--- src/rtl/regdiv_pkg.sv ---
package regdiv_pkg;
    timeunit 1ns;
    timeprecision 1ps;

    // How a stored divisor field is turned into a division ratio
    typedef enum logic [1:0] {
        ENC_MINUS1  = 2'd0,
        ENC_DIRECT  = 2'd1,
        ENC_POW2    = 2'd2,
        ENC_TABLE   = 2'd3
    } div_enc_e;
endpackage

--- src/rtl/regdiv_decode.sv ---
module regdiv_decode
    import regdiv_pkg::*;
#(
    parameter div_enc_e              MODE    = ENC_MINUS1,
    parameter int                    FIELD_W = 7,
    parameter int                    CNT_W   = 8,
    parameter int                    MIN_DIV = 1,
    parameter int                    MAX_DIV = 127,
    parameter int                    TBL_N   = 4,
    parameter logic [TBL_N*CNT_W-1:0] TABLE  = '0
) (
    input  logic [FIELD_W-1:0] field_i,
    output logic [CNT_W-1:0]   div_o,
    output logic               valid_o
);
    timeunit 1ns;
    timeprecision 1ps;

    logic [31:0] ratio;

    generate
        if (MODE == ENC_TABLE) begin : g_table
            always_comb begin
                ratio = 32'd0;
                for (int i = 0; i < TBL_N; i++) begin
                    if (32'(field_i) == i) ratio = 32'(TABLE[i*CNT_W +: CNT_W]);
                end
            end
            assign valid_o = (ratio != 32'd0);
        end else begin : g_arith
            if (MODE == ENC_MINUS1) begin : g_m1
                assign ratio = 32'(field_i) + 32'd1;
            end else if (MODE == ENC_DIRECT) begin : g_dir
                assign ratio = 32'(field_i);
            end else begin : g_pow
                assign ratio = (32'(field_i) < CNT_W) ? (32'd1 << field_i) : 32'd0;
            end
            assign valid_o = (ratio != 32'd0) && (ratio >= 32'(MIN_DIV)) &&
                             (ratio <= 32'(MAX_DIV));
        end
    endgenerate

    assign div_o = ratio[CNT_W-1:0];
endmodule

--- src/rtl/regdiv_regs.sv ---
module regdiv_regs
    import regdiv_pkg::*;
#(
    parameter int                    ADDR_W    = 4,
    parameter int                    DATA_W    = 32,
    parameter int                    CTRL_ADDR = 0,
    parameter div_enc_e              MODE      = ENC_MINUS1,
    parameter int                    FIELD_W   = 7,
    parameter int                    SHIFT     = 0,
    parameter int                    CNT_W     = 8,
    parameter int                    MIN_DIV   = 1,
    parameter int                    MAX_DIV   = 127,
    parameter int                    TBL_N     = 4,
    parameter logic [TBL_N*CNT_W-1:0] TABLE    = '0,
    parameter int                    LATCH_EN  = 0,
    parameter int                    LATCH_BIT = 31,
    parameter int                    AI_BIT    = 30,
    parameter int                    AI_INV    = 0,
    parameter int                    RST_FIELD = 0
) (
    input  logic               clk_i,
    input  logic               rst_ni,
    input  logic [ADDR_W-1:0]  addr_i,
    input  logic [DATA_W-1:0]  wdata_i,
    input  logic               we_i,
    output logic [DATA_W-1:0]  rdata_o,
    output logic [FIELD_W-1:0] act_field_o,
    output logic               autoidle_o
);
    timeunit 1ns;
    timeprecision 1ps;

    localparam logic [ADDR_W-1:0]  CTRL_A   = ADDR_W'(CTRL_ADDR);
    localparam logic [FIELD_W-1:0] RST_F    = FIELD_W'(RST_FIELD);
    localparam logic               RST_AI   = (AI_INV != 0);

    typedef struct packed {
        logic [FIELD_W-1:0] stg;
        logic [FIELD_W-1:0] act;
        logic               ai;
    } regs_t;

    regs_t st_d, st_q;

    logic               hit;
    logic [FIELD_W-1:0] wr_fld;
    logic               wr_ok;
    logic [CNT_W-1:0]   wr_div;
    logic               commit;

    assign hit    = we_i && (addr_i == CTRL_A);
    assign wr_fld = FIELD_W'(wdata_i >> SHIFT);
    assign commit = (LATCH_EN == 0) || wdata_i[LATCH_BIT];

    regdiv_decode #(
        .MODE(MODE), .FIELD_W(FIELD_W), .CNT_W(CNT_W), .MIN_DIV(MIN_DIV),
        .MAX_DIV(MAX_DIV), .TBL_N(TBL_N), .TABLE(TABLE)
    ) u_wr_dec (
        .field_i (wr_fld),
        .div_o   (wr_div),
        .valid_o (wr_ok)
    );

    always_comb begin
        st_d = st_q;
        if (hit && wr_ok) begin
            st_d.stg = wr_fld;
            st_d.ai  = wdata_i[AI_BIT];
            if (commit) st_d.act = wr_fld;
        end
    end

    always_ff @(posedge clk_i or negedge rst_ni) begin
        if (!rst_ni) begin
            st_q <= '{stg: RST_F, act: RST_F, ai: RST_AI};
        end else begin
            st_q <= st_d;
        end
    end

    always_comb begin
        rdata_o = '0;
        if (addr_i == CTRL_A) begin
            rdata_o = (DATA_W'(st_q.stg) << SHIFT) | (DATA_W'(st_q.ai) << AI_BIT);
        end
    end

    assign act_field_o = st_q.act;
    assign autoidle_o  = st_q.ai ^ RST_AI;


    bad_write_ignored_chk: assert property (@(posedge clk_i) disable iff (!rst_ni)
        (hit && !wr_ok) |=> ($stable(st_q.stg) && $stable(st_q.act) && $stable(st_q.ai)));


    staged_hold_chk: assert property (@(posedge clk_i) disable iff (!rst_ni)
        ((LATCH_EN != 0) && hit && !wdata_i[LATCH_BIT]) |=> $stable(st_q.act));


    other_addr_chk: assert property (@(posedge clk_i) disable iff (!rst_ni)
        (we_i && (addr_i != CTRL_A)) |=> $stable(st_q));

    logic unused_div;
    assign unused_div = ^wr_div;
endmodule

--- src/rtl/regdiv_gen.sv ---
module regdiv_gen #(
    parameter int CNT_W = 8
) (
    input  logic             clk_i,
    input  logic             rst_ni,
    input  logic [CNT_W-1:0] tgt_div_i,
    output logic             clk_o
);
    timeunit 1ns;
    timeprecision 1ps;

    localparam logic [CNT_W-1:0] ONE = CNT_W'(1);

    typedef struct packed {
        logic [CNT_W-1:0] cnt;
        logic [CNT_W-1:0] run;
        logic             out;
    } gen_t;

    gen_t st_d, st_q;
    logic last;

    assign last = (st_q.cnt == st_q.run - ONE);

    always_comb begin
        st_d = st_q;
        if (last) begin
            st_d.cnt = '0;
            st_d.run = tgt_div_i;
        end else begin
            st_d.cnt = st_q.cnt + ONE;
        end
        st_d.out = (st_d.cnt < (st_d.run >> 1));
    end

    always_ff @(posedge clk_i or negedge rst_ni) begin
        if (!rst_ni) begin
            st_q <= '{cnt: '0, run: ONE, out: 1'b0};
        end else begin
            st_q <= st_d;
        end
    end

    assign clk_o = (st_q.run == ONE) ? clk_i : st_q.out;


    ratio_at_boundary_chk: assert property (@(posedge clk_i) disable iff (!rst_ni)
        (st_q.run != $past(st_q.run)) |-> ($past(st_q.cnt) == $past(st_q.run) - ONE));


    rise_at_start_chk: assert property (@(posedge clk_i) disable iff (!rst_ni)
        $rose(st_q.out) |-> (st_q.cnt == '0));


    cnt_range_chk: assert property (@(posedge clk_i) disable iff (!rst_ni)
        (st_q.run != '0) && (st_q.cnt < st_q.run));
endmodule

--- src/rtl/regdiv_clk.sv ---
module regdiv_clk
    import regdiv_pkg::*;
#(
    parameter int                    ADDR_W    = 4,
    parameter int                    DATA_W    = 32,
    parameter int                    CTRL_ADDR = 0,
    parameter div_enc_e              MODE      = ENC_MINUS1,
    parameter int                    FIELD_W   = 7,
    parameter int                    SHIFT     = 0,
    parameter int                    CNT_W     = 8,
    parameter int                    MIN_DIV   = 1,
    parameter int                    MAX_DIV   = 127,
    parameter int                    TBL_N     = 4,
    parameter logic [TBL_N*CNT_W-1:0] TABLE    = {8'd16, 8'd0, 8'd8, 8'd4},
    parameter int                    LATCH_EN  = 0,
    parameter int                    LATCH_BIT = 31,
    parameter int                    AI_BIT    = 30,
    parameter int                    AI_INV    = 0,
    parameter int                    RST_FIELD = 0
) (
    input  logic              clk_i,
    input  logic              rst_ni,
    input  logic [ADDR_W-1:0] addr_i,
    input  logic [DATA_W-1:0] wdata_i,
    input  logic              we_i,
    output logic [DATA_W-1:0] rdata_o,
    output logic              clk_o,
    output logic              autoidle_o
);
    timeunit 1ns;
    timeprecision 1ps;

    logic [FIELD_W-1:0] act_field;
    logic [CNT_W-1:0]   act_div;
    logic               act_ok;

    regdiv_regs #(
        .ADDR_W(ADDR_W), .DATA_W(DATA_W), .CTRL_ADDR(CTRL_ADDR), .MODE(MODE),
        .FIELD_W(FIELD_W), .SHIFT(SHIFT), .CNT_W(CNT_W), .MIN_DIV(MIN_DIV),
        .MAX_DIV(MAX_DIV), .TBL_N(TBL_N), .TABLE(TABLE), .LATCH_EN(LATCH_EN),
        .LATCH_BIT(LATCH_BIT), .AI_BIT(AI_BIT), .AI_INV(AI_INV),
        .RST_FIELD(RST_FIELD)
    ) u_regs (
        .clk_i       (clk_i),
        .rst_ni      (rst_ni),
        .addr_i      (addr_i),
        .wdata_i     (wdata_i),
        .we_i        (we_i),
        .rdata_o     (rdata_o),
        .act_field_o (act_field),
        .autoidle_o  (autoidle_o)
    );

    regdiv_decode #(
        .MODE(MODE), .FIELD_W(FIELD_W), .CNT_W(CNT_W), .MIN_DIV(MIN_DIV),
        .MAX_DIV(MAX_DIV), .TBL_N(TBL_N), .TABLE(TABLE)
    ) u_act_dec (
        .field_i (act_field),
        .div_o   (act_div),
        .valid_o (act_ok)
    );

    regdiv_gen #(
        .CNT_W(CNT_W)
    ) u_gen (
        .clk_i     (clk_i),
        .rst_ni    (rst_ni),
        .tgt_div_i (act_div),
        .clk_o     (clk_o)
    );


    active_valid_chk: assert property (@(posedge clk_i) disable iff (!rst_ni)
        act_ok && (act_div != '0));
endmodule

--- config.mk ---
export PLATFORM = sky130hd
export DESIGN_NAME = regdiv_clk
export DESIGN_NICKNAME = d
export VERILOG_FILES = /design/src/rtl/regdiv_pkg.sv /design/src/rtl/regdiv_decode.sv /design/src/rtl/regdiv_regs.sv /design/src/rtl/regdiv_gen.sv /design/src/rtl/regdiv_clk.sv
export SDC_FILE = /design/constraint.sdc
export NUM_CORES = 1
export LEC_CHECK = 0
export ABC_AREA = 1
export BUFFER_PORTS_ARGS = -buffer_cell sky130_fd_sc_hd__buf_4
export CAP_MARGIN = 20
export CORE_MARGIN = 3
export CORE_UTILIZATION = 45
export CTS_CLUSTER_DIAMETER = 200
export DETAILED_ROUTE_END_ITERATION = 8
export GPL_ROUTABILITY_DRIVEN = 0
export PLACE_DENSITY = 0.72
export SYNTH_ARGS = -nofsm -noshare
export SYNTH_HDL_FRONTEND = slang
export SYNTH_SLANG_ARGS = --single-unit
--- constraint.sdc ---
create_clock -name clk_i -period 5.8 [get_ports clk_i]
set_input_delay 0.58 -clock clk_i [delete_from_list [all_inputs] [get_ports clk_i]]
set_output_delay 0.58 -clock clk_i [all_outputs]
set_load 0.005 [all_outputs]
==> flow_metrics.py <==
metrics = {
    "critical_path": {
        "worstPathMaxFanout": 2,
        "path_class": "clk2out",
        "reg2reg_depth": 15,
        "worstPathRequired_ns": 5.22,
        "end_kind": "primary output",
        "start_kind": "clock port",
        "crit_arrival_ns": 3.51,
    },
    "clock_network": {
        "clk-insertion-delay-late_ns": 0.37,
        "cts_hold_buf": 0,
        "cts_resized": 0,
        "cts_setup_buffers": 0,
        "cts_tree": "yes",
        "cts.clk_slew.worst_paths_ns": 0.08,
    },
    "floorplanning": {
        "placementRows": 22,
        "die_h_microns": 70.5,
        "fp.coreArea_sq_um": 3830,
        "die_w_microns": 70.5,
        "dieArea_sq_um": 4970,
        "start_util_pct": 48.9,
        "io_pins": 73,
    },
    "route": {
        "wire_per_inst_microns": 10.4,
        "vias": 1459,
        "drc_errors": 0,
        "first_iter_violations": 69,
        "dr.pass1.iters": 4,
        "wl_microns": 3380,
        "via_per_inst": 4.50,
        "ant_nets": 0,
    },
    "run": {
        "maxCapViolCount": 0,
    },
    "synth": {
        "syn_inst": 250,
        "synth_common_cells": "47 x nand2_1, 37 x inv_1, 33 x nor2_1",
        "seq_area_frac_synth_pct": 33.5,
        "synth_edf_count": 0,
        "yosysMostFrequentCell": "nand2_1",
        "syn_area_sq_um": 1870,
        "synthTopCellsByArea": "dfrtp_1 32%, buf_4 9.6%, nand2_1 9.4%",
        "syn_area_per_cell_sq_um": 7.48,
        "ys_ff_latch": 25,
        "yosysTopAreaCell": "dfrtp_1",
        "synth_top_area_share_pct": 32.1,
        "ys_types": 34,
        "async_flop_share_pct": 100,
        "ys_warn_count": 0,
        "ys.flop_type": "dfrtp_1",
    },
    "sta": {
        "setup_tns_ns": 0,
        "hold_viol": 0,
        "relSlewSlack_pct": 64.8,
        "rsz0062_at_grt": "no",
        "setup_viol": 0,
        "tightest_slew_ns": 0.528,
        "drv_slew": 0,
        "fin_skew_ns": 0.00291,
    },
    "final_layout": {
        "diodes": 0,
        "finalNetCount": 326,
        "drive_above_1_share_pct": 17.4,
        "areaGrowthSynthToFinish_pct": 10.7,
        "fin_cells": 324,
    },
    "grt": {
        "grt_antenna_before_repair": 0,
        "first_global_vias": 1476,
        "grt_pass1_wl_microns": 5930,
        "grt.total_usage_pct": 14.8,
        "grt_max_degree": 26,
        "grt_remaining_overflow": 0,
    },
    "power_and_ir_drop": {
        "powerDensity_nw_per_um2": 196,
        "ir_drop_mv": 0.103,
        "leakage_nw": 1.13,
    },
    "status": {
        "outcome": "completed",
    },
    "placed_design": {
        "dp.cells": 317,
        "portBuffers": 24,
        "dpl.hpwl_microns": 2770,
    },
    "worst_hold_path": {
        "hp-class": "in2async",
    },
}
## layout by cell type, fill, tap and decap left out, types with 2 or more instances in the layout
cell / instances
nand2_1: 47
inv_1: 37
nor2_1: 33
conb_1: 24
buf_4: 24
dfrtp_1: 24
nand3_1: 10
ha_1: 10
xnor2_1: 7
o21ai_0: 7
xor2_1: 7
a21oi_1: 6
clkbuf_8: 6
nor2_2: 4
nand2_2: 3
nand4_1: 3
a21oi_2: 3
o21ai_1: 3
inv_2: 2
nor3_1: 2
## logic make-up (layout without fill, tap and decap cells)
| kind of cell | count (synthesis) | in the layout | share of synthesized area, % |
|---|---|---|---|
| xor+xnor | 14 | 14 | 6.56 |
| compound gates | 21 | 21 | 6.62 |
| flops | 25 | 25 | 33.5 |
| fa+ha+maj | 10 | 10 | 6.69 |
| mux | 1 | 1 | 0.602 |
| simple gates | 110 | 110 | 26.3 |
| other cells | 1 | 24 | 0.200 |
| buf+inv | 68 | 71 | 19.5 |
## area by class of cell
type | count | area, sq um
well taps | 48 | 60.1
multi-input cells | 180 | 965
fillers | 375 | 1760
flip-flops and latches | 25 | 627
clock buffers | 8 | 93.8
inverters | 40 | 153
repair buffers | 23 | 173
## worst max-delay path, cell delays in order
cell,delay (ns)
clkbuf_8,0.11
clkbuf_8,0.12
mux2_2,0.25
buf_4,0.13
## final timing paths
check / endpoint / slack, ns / start
worst max-delay path: clk_o / 1.71 / clk_i
worst min-delay path: u_regs.st_q[14]$_DFFE_PN0P_ / 0.1 / rst_ni
worst max register to register: u_gen.st_q[0]$_DFF_PN0_ / 2.79 / u_gen.st_q[1]$_DFFE_PN1N_
worst min register to register: u_gen.st_q[1]$_DFFE_PN1N_ / 0.54 / u_regs.st_q[8]$_DFFE_PN0P_
max in group asynchronous: u_gen.st_q[1]$_DFFE_PN1N_ / 5.41 / rst_ni
min in group clk_i: u_regs.st_q[9]$_DFFE_PN0P_ / 0.46 / wdata_i[1]
## registers in the layout, indices dropped and copies added (netlist names)
name / flops
u_regs.st_q: 7
u_regs.autoidle_o: 1
u_gen.st_q: 17
## metal layers
metal / up-vias / GRT usage (%) / routed length [microns]
met5: - / 0 / 0
met4: 0 / 6.17 / 77
met3: 9 / 4.32 / 184
met2: 42 / 24.7 / 1600
met1: 639 / 17.6 / 1520
li1: 769 / - / -
## where the power goes
part / leakage [nW] / switching (mW) / internal, mW
logic: 0.767 / 0.0314 / 0.0248
clock network: 0.0559 / 0.0603 / 0.0931
registers: 0.310 / 0.0111 / 0.186
total: 1.13 / 0.103 / 0.303
## per-stage QoR
stage	setup slack, ns	power (mW)	area, sq um	util [%]	hold WS (ns)
floorplan	2.07	0.245	1960	-	0.284
global placement	1.95	0.255	1980	51.9	0.498
detailed placement	1.95	0.257	1980	51.9	0.500
CTS	1.70	0.416	2070	54.1	0.101
global route	1.69	0.430	2070	54.1	0.108
finish	1.71	0.406	2070	54.1	0.0991
Power figures use the tool's default switching activity.
